`config.mk`:
```
export PLATFORM = sky130hd
export DESIGN_NAME = fwait_ctrl
export DESIGN_NICKNAME = d
export VERILOG_FILES = /design/src/rtl/fwait_pkg.sv /design/src/rtl/fwait_cfg_latch.sv /design/src/rtl/fwait_pacer.sv /design/src/rtl/fwait_drive.sv /design/src/rtl/fwait_ctrl.sv
export SDC_FILE = /design/constraint.sdc
export NUM_CORES = 1
export LEC_CHECK = 0
export CORE_UTILIZATION = 40
export CTS_CLUSTER_SIZE = 16
export DETAILED_ROUTE_END_ITERATION = 8
export PLACE_DENSITY = 0.79
export SLEW_MARGIN = 25
export SYNTH_ARGS = -nofsm -noshare
export SYNTH_HDL_FRONTEND = slang
export SYNTH_SLANG_ARGS = --single-unit
```
`constraint.sdc`:
```
create_clock -name clk -period 2 [get_ports clk]
set_clock_uncertainty 0.15 [all_clocks]
set_input_delay 0.4 -clock clk [delete_from_list [all_inputs] [get_ports clk]]
set_output_delay 0.4 -clock clk [all_outputs]
set_load 0.005 [all_outputs]
```
`src/rtl/fwait_pkg.sv`:
```
package fwait_pkg;

    typedef enum logic [1:0] {
        MODE_ARRAY  = 2'd0,
        MODE_STATUS = 2'd1,
        MODE_IDENT  = 2'd2,
        MODE_QUERY  = 2'd3
    } rd_mode_e;

    typedef struct packed {
        logic async_mode;
        logic wait_hi;
        logic hold2;
    } rd_cfg_t;

    localparam rd_cfg_t CFG_RESET = '{async_mode: 1'b1, wait_hi: 1'b0, hold2: 1'b0};

    // Electrical WAIT level for a given configuration and assertion state.
    function automatic logic wait_level(input rd_cfg_t c, input logic asserted);
        return asserted ? c.wait_hi : ~c.wait_hi;
    endfunction

endpackage

```
`src/rtl/fwait_cfg_latch.sv`:
```
module fwait_cfg_latch
    import fwait_pkg::*;
(
    input  logic    clk,
    input  logic    rst,
    input  logic    ce_n,
    input  rd_cfg_t cfg_in,
    output logic    active,
    output logic    start,
    output rd_cfg_t cfg_q
);

    // Capture happens on the first edge with chip-enable low.
    assign start = ~ce_n & ~active;

    always_ff @(posedge clk) begin
        if (rst) begin
            active <= 1'b0;
            cfg_q  <= CFG_RESET;
        end else if (ce_n) begin
            active <= 1'b0;
        end else if (!active) begin
            active <= 1'b1;
            cfg_q  <= cfg_in;
        end
    end

endmodule

```
`src/rtl/fwait_pacer.sv`:
```
module fwait_pacer #(
    parameter int DW = 16,
    parameter int AW = 8
) (
    input  logic          clk,
    input  logic          rst,
    input  logic          start,
    input  logic [AW-1:0] start_addr,
    input  logic          run,
    input  logic          hold2,
    input  logic          arr_ready,
    input  logic [DW-1:0] arr_data,
    output logic [AW-1:0] addr,
    output logic          phase,
    output logic          word_next,
    output logic          valid,
    output logic [DW-1:0] data
);

    localparam logic [AW-1:0] ADDR_STEP = AW'(1);

    // A word is presented at the next edge when the burst runs and either
    // the second hold cycle is due or a fresh word is ready.
    assign word_next = run & (phase | arr_ready);

    always_ff @(posedge clk) begin
        if (rst) begin
            addr  <= '0;
            phase <= 1'b0;
            valid <= 1'b0;
            data  <= '0;
        end else if (start) begin
            addr  <= start_addr;
            phase <= 1'b0;
            valid <= 1'b0;
        end else if (run) begin
            if (phase) begin
                valid <= 1'b1;
                phase <= 1'b0;
                addr  <= addr + ADDR_STEP;
            end else if (arr_ready) begin
                data  <= arr_data;
                valid <= 1'b1;
                if (hold2) begin
                    phase <= 1'b1;
                end else begin
                    addr <= addr + ADDR_STEP;
                end
            end else begin
                valid <= 1'b0;
            end
        end else begin
            valid <= 1'b0;
            phase <= 1'b0;
        end
    end

endmodule

```
`src/rtl/fwait_drive.sv`:
```
module fwait_drive
    import fwait_pkg::*;
(
    input  logic    clk,
    input  logic    rst,
    input  logic    ce_n,
    input  rd_cfg_t cfg_eff,
    input  logic    word_next,
    output logic    wait_out,
    output logic    wait_oe
);

    always_ff @(posedge clk) begin
        if (rst) begin
            wait_out <= 1'b0;
            wait_oe  <= 1'b0;
        end else begin
            wait_out <= wait_level(cfg_eff, ~word_next);
            wait_oe  <= ~ce_n;
        end
    end

endmodule

```
`src/rtl/fwait_ctrl.sv`:
```
module fwait_ctrl
    import fwait_pkg::*;
#(
    parameter int DW = 16,
    parameter int AW = 8
) (
    input  logic          clk,
    input  logic          rst,
    input  logic          ce_n,
    input  logic          oe_n,
    input  logic          cfg_async,
    input  logic          cfg_wait_hi,
    input  logic          cfg_hold2,
    input  logic [1:0]    rd_mode,
    input  logic [AW-1:0] start_addr,
    input  logic          arr_ready,
    input  logic [DW-1:0] arr_data,
    output logic [AW-1:0] arr_addr,
    output logic          wait_out,
    output logic          wait_oe,
    output logic          data_valid,
    output logic [DW-1:0] data_out
);

    rd_cfg_t  cfg_in;
    rd_cfg_t  cfg_q;
    rd_cfg_t  cfg_eff;
    rd_mode_e mode_e;
    logic     act;
    logic     start;
    logic     run;
    logic     phase;
    logic     word_next;

    assign cfg_in  = '{async_mode: cfg_async, wait_hi: cfg_wait_hi, hold2: cfg_hold2};
    assign mode_e  = rd_mode_e'(rd_mode);
    assign cfg_eff = start ? cfg_in : cfg_q;
    assign run     = act & ~ce_n & ~oe_n & ~cfg_q.async_mode & (mode_e == MODE_ARRAY);

    fwait_cfg_latch u_cfg (
        .clk    (clk),
        .rst    (rst),
        .ce_n   (ce_n),
        .cfg_in (cfg_in),
        .active (act),
        .start  (start),
        .cfg_q  (cfg_q)
    );

    fwait_pacer #(.DW(DW), .AW(AW)) u_pacer (
        .clk        (clk),
        .rst        (rst),
        .start      (start),
        .start_addr (start_addr),
        .run        (run),
        .hold2      (cfg_q.hold2),
        .arr_ready  (arr_ready),
        .arr_data   (arr_data),
        .addr       (arr_addr),
        .phase      (phase),
        .word_next  (word_next),
        .valid      (data_valid),
        .data       (data_out)
    );

    fwait_drive u_drive (
        .clk       (clk),
        .rst       (rst),
        .ce_n      (ce_n),
        .cfg_eff   (cfg_eff),
        .word_next (word_next),
        .wait_out  (wait_out),
        .wait_oe   (wait_oe)
    );

endmodule

```
* After elaboration in Yosys (flattened, before gate mapping) *
Index checks and enable logic that the tools add are counted.

cells by class
  add/sub/neg operators = 1
  equal/unequal tests = 1
  mux-type cells = 11
  bitwise gates (word level) = 16
  reduce and logical (&&, ||, !) cells = 8

operators by type and width
  kind                                                    count
  two-way mux 8 bit                                       5
  NOT 1 bit                                               9
  adder 8 x 1 -> 8 bit (second input constant)            1
  bitwise AND 1 bit                                       6
  two-way mux 1 bit                                       5
  OR reduction 5 bit                                      1
  AND reduction 4 bit                                     1
  inequality test 3 x 2 -> 1 bit (second input constant)  1
  AND reduction 3 bit                                     1
  nonzero test 3 bit                                      1
  OR reduction 3 bit                                      1
  logical NOT 2 bit                                       1
  two-way mux 2 bit                                       1
  AND reduction 2 bit                                     1
  nonzero test 2 bit                                      1
  OR 1 bit                                                1

storage, ports and cells
  register bits = 32
  input bits = 34
  word-level logic and storage cells = 47

* Depth between registers and ports, before layout *
  depth after elaboration = 7
  gate-level depth with buffers = 6
  depth with buffers taken out = 5

* By module *
From an unflattened synthesis, not the netlist that was laid out.

second synthesis, totals
  cell total of the unflattened synthesis = 161
  area total of the unflattened synthesis = 1,352.5 um2

by module, submodules not included
  module           times used  cells an instance  area an instance (um2)  seq. area each (um2)
  fwait_pacer      1           137                1,101.1                 520.5
  fwait_cfg_latch  1           14                 141.4                   80.1
  fwait_drive      1           5                  56.3                    40.0
  fwait_ctrl       1           5                  53.8                    0.0

* Worst setup path before layout *
No wires, ideal clock.

  path kind = input -> register
  start = input port ce_n
  end = register u_pacer.addr[4]
  library setup time = 0.091 ns
  arrival = 1.684 ns
  data required time = 1.759 ns
  slack = 0.075 ns
  stages on the path = 5
  path buffers = 1
  path through = nor4b_4 o211ai_2 buf_6 or4_1 a311oi_1

on the way
  word-level cells in the longest chain between the ends = 7
  elaborated cells on any way between the ends = 11

ends and longest elaborated chain
  item                                  RTL line           source
  start, declared                       fwait_ctrl.sv:9    input logic ce_n,
  NOT 1 bit (no source line) (*)        n/a
  bitwise AND 1 bit (4 in a row)        fwait_ctrl.sv:38   assign run = act & ~ce_n & ~oe_n & ~cfg_q.async_mode & (mode_e == MODE_ARRAY);
  nonzero test 2 bit (no source line)   n/a
  AND reduction 3 bit (no source line)  n/a
  end signal, assigned                  fwait_pacer.sv:33  addr <= start_addr;
  end signal, assigned                  fwait_pacer.sv:40  addr <= addr + ADDR_STEP;
  end signal, assigned                  fwait_pacer.sv:47  addr <= addr + ADDR_STEP;
  end, declared                         fwait_pacer.sv:13  output logic [AW-1:0] addr,

Every way passes the cells marked *; elsewhere a longest branch is shown, timed or not.
A chain may end at the register's enable or synchronous reset.

* Worst setup path after layout *
  start = input port rd_mode[1]
  end = register u_pacer.addr[7]

on the way
  word-level cells in the longest chain between the ends = 4

ends and longest elaborated chain
  item                                  RTL line          source
  start, declared                       fwait_ctrl.sv:14  input logic [1:0] rd_mode,
  logical NOT 2 bit                     fwait_ctrl.sv:38
  bitwise AND 1 bit                     fwait_ctrl.sv:38
  nonzero test 2 bit (no source line)   n/a
  AND reduction 3 bit (no source line)  n/a

Every way passes these cells.

==> results by group <==
Logic synthesis
  – Cell taking the most area after synthesis: dfxtp_1
  – Async set-or-reset flop fraction in the synthesized netlist: 0
  – Yosys warnings: 0
  – Syn nets: 166
  – Distinct cells, synth: 33
  – Number of synthesized flops with an enable pin: 0
  – Yosys top cell area share: 0.490
  – Synth area leaders: dfxtp_1 (49%), mux2i_1 (13%), nor2_1 (8.0%)
  – Cells after Synth: 131
  – Post-synthesis register bit count: 31
  – Dominant synthesized flop cell: dfxtp_1
  – Seq/Total Area, Yosys: 0.490
  – Synth Area per Inst: slightly below 10 um^2
  – Cell Area, Synth: 1270 um^2

Drt
  – Drc violations: 0
  – Routed via count: about 1.2k
  – Routed Antenna Nets: 0
  – Post-DR vias/cell: between 4 and 5
  – Initial DRC count: 24
  – Detailed Routing Iterations Pass 1: 4
  – Drt wl/cell: 13.2 um
  – Total routed wirelength: 3340 um

Clock tree
  – Clk root buf: clkbuf_4
  – H-tree depth: 2
  – Maximum root-to-sink buffer count: 2
  – Clk slew on worst S/H paths: 0.09 ns
  – Worst-Skew Late Latency: 0.32 ns
  – CTS tree: yes
  – CTS Sinks: 31
  – Cts bufs inserted: 5

Timing
  – RSZ-0062 raised after global routing: false
  – Setup ws final: 0.118 ns
  – Worst hold slack: 0.286 ns
  – Crit path time final: 1.88 ns
  – Max Transition Viols Final: 0
  – Slew at the pin closest to its max-slew limit: 0.287 ns
  – Setup-failing EPs final: 0
  – Rel. slew slack: 0.808
  – Fmax: ~530 MHz
  – Tcrit/Tclk final: 0.941
  – Final hold vios: 0

Global route
  – GR Overflow Total: 0
  – Largest net degree at the start of global routing: 21
  – First-pass GRT wire length: 5160 um
  – Global Route Usage Sum: 0.203
  – Initial antenna violation count: 0
  – Vias in the first global route: 1189

Die
  – Die width: 58.3 um
  – Cell row count: 20
  – Io pins: 61
  – Die area: 3390 um^2
  – Die extent in y: 58.3 um
  – Core area: 3030 um^2
  – Starting density of the core: 0.418

Place
  – Post-Place Setup Slack: -0.379 ns
  – IO Port Bufs: 60
  – GPL Wtd Cong: 0.812
  – HPWL after detailed placement: about 2600 um

Critical path
  – Top delay family on crit path: simple AND/OR/NAND/NOR gates
  – Worst setup SP type: input pin
  – CP bufs+invs: 1
  – CP cell instances: clkdlybuf4s50_1, nor2_1, o211ai_2, or4_1, a311oi_1
  – Critical path class: in2reg
  – FF-to-FF setup slack: roughly 0.22 ns
  – Crit. End Element: register
  – Crit Path Max Fanout: 4
  – Highest-delay cell along the critical path: or4_1
  – WP data required: 2.09 ns
  – CP max stage delay: 0.53 ns
  – CP arrival: 1.97 ns

Pwr
  – Total power: 1220 uW
  – VDD IR max: 0.441 mV
  – Pwr Density: 585 nW/um^2
  – Pleak: 0.000912 uW

Outcome
  – Outcome: finished, final reports clean

Layout
  – Syn-to-layout area delta: 65.0%
  – Antenna diodes: 0
  – Fillers: 244
  – Layout cell share with drive strength beyond 1: 0.139
  – Fin nets: 243

Flow run
  – Max Cap Violations: 0

Min path
  – Worst min path class: in2reg
[cells by family (layout without fill, tap and decap cells)]
family,after synthesis,after routing,share of synthesized area
AO/OA/AOI/OAI,18,18,0.111
XOR/XNOR,1,1,0.00692
adder cells (fa/ha/maj),1,1,0.00988
buffers and inverters,8,86,0.0316
flip-flops,31,31,0.490
multiplexers,17,17,0.134
AND/OR/NAND/NOR,55,55,0.216
[final timing paths]
kind	start	to	cells past startpoint
min	ce_n	u_drive.wait_oe	3
min reg2reg	u_cfg.cfg_q[0]	u_cfg.cfg_q[0]	2
max	rd_mode[1]	u_pacer.addr[7]	5
max reg2reg	u_drive.wait_oe	u_pacer.addr[7]	4
[where the power goes]
group          switching (uW)  internal [uW]
combinational            55.9            112
clock                     198            207
sequential               16.3            634
total                     270            953
[Yosys cell counts (2+ instances only)]
| master | instances |
|---|---|
| nand3_1 | 6 |
| or3_1 | 2 |
| buf_2 | 2 |
| a32oi_1 | 2 |
| clkbuf_1 | 4 |
| or2_2 | 2 |
| a21oi_1 | 2 |
| or4_1 | 2 |
| o31ai_1 | 2 |
| a31oi_1 | 4 |
| nor2_1 | 27 |
| a311oi_1 | 2 |
| dfxtp_1 | 31 |
| mux2i_1 | 17 |
| nand2_1 | 8 |
[flip-flops by register name (all words and copies together) (netlist names)]
register,cells
u_pacer.data,16
u_pacer.addr,8
u_cfg.cfg_q,3
u_drive.wait_oe,1
u_drive.wait_out,1
u_pacer.phase,1
u_pacer.valid,1
[layout make-up]
cell class / count / area, um^2 / area share
Clock buffer: 8 / 68.8 / 0.0329
Inverter: 1 / 3.75 / 0.00180
Multi-Input combinational cell: 92 / 608 / 0.291
Sequential cell: 31 / 621 / 0.297
Tap cell: 44 / 55.1 / 0.0263
Timing Repair Buffer: 77 / 733 / 0.351
[layer usage]
layer | vias up | part of all wire | track usage
li1 | 620 | - | -
met1 | 577 | 0.43 | 0.230
met2 | 34 | 0.52 | 0.363
met3 | 4 | 0.047 | 0.0491
met4 | 0 | 0.012 | 0.0850
met5 | - | 0 | 0
[layout by cell type, fill, tap and decap left out, types with 2 or more instances in the layout]
cell type / count
clkbuf_4: 5
dfxtp_1: 31
a31oi_1: 4
a32oi_1: 2
clkdlybuf4s50_1: 58
a21oi_1: 2
or4_1: 2
nor2_1: 27
nand3_1: 6
clkbuf_8: 2
mux2i_1: 17
or3_1: 2
buf_4: 16
or2_2: 2
o31ai_1: 2
a311oi_1: 2
nand2_1: 8
[through the flow]
| stage | cells | util | instance area (um^2) | setup TNS (ns) |
|---|---|---|---|---|
| 6_report | 253 | 0.690 | 2090 | 0 |
| 5_1_grt | 253 | 0.690 | 2090 | 0 |
| 4_1_cts | 253 | 0.687 | 2080 | 0 |
| 3_5_place_dp | 243 | 0.660 | 2000 | -5.12 |
| 3_3_place_gp | 243 | 0.660 | 2000 | -4.02 |
| 2_1_floorplan | 131 | - | 1270 | 0 |
[repair_timing]
| item | 4_1_cts | 5_1_grt |
|---|---|---|
| gates resized for setup | 1 | 3 |
| endpoints found under the setup margin | 2 | 9 |
| endpoints found under the hold margin | 0 | 0 |
| pin swaps | 2 | 3 |
| buffers inserted | 2 | 0 |
| hold buffers | 0 | 0 |
[worst reg2reg max path, cell delays in order (launching register included)]
cell and delay [ns]:
dfxtp_1 0.39, nor4b_4 0.25, o211ai_2 0.17, or4_1 0.53, a311oi_1 0.21
Power figures use the tool's default switching activity.
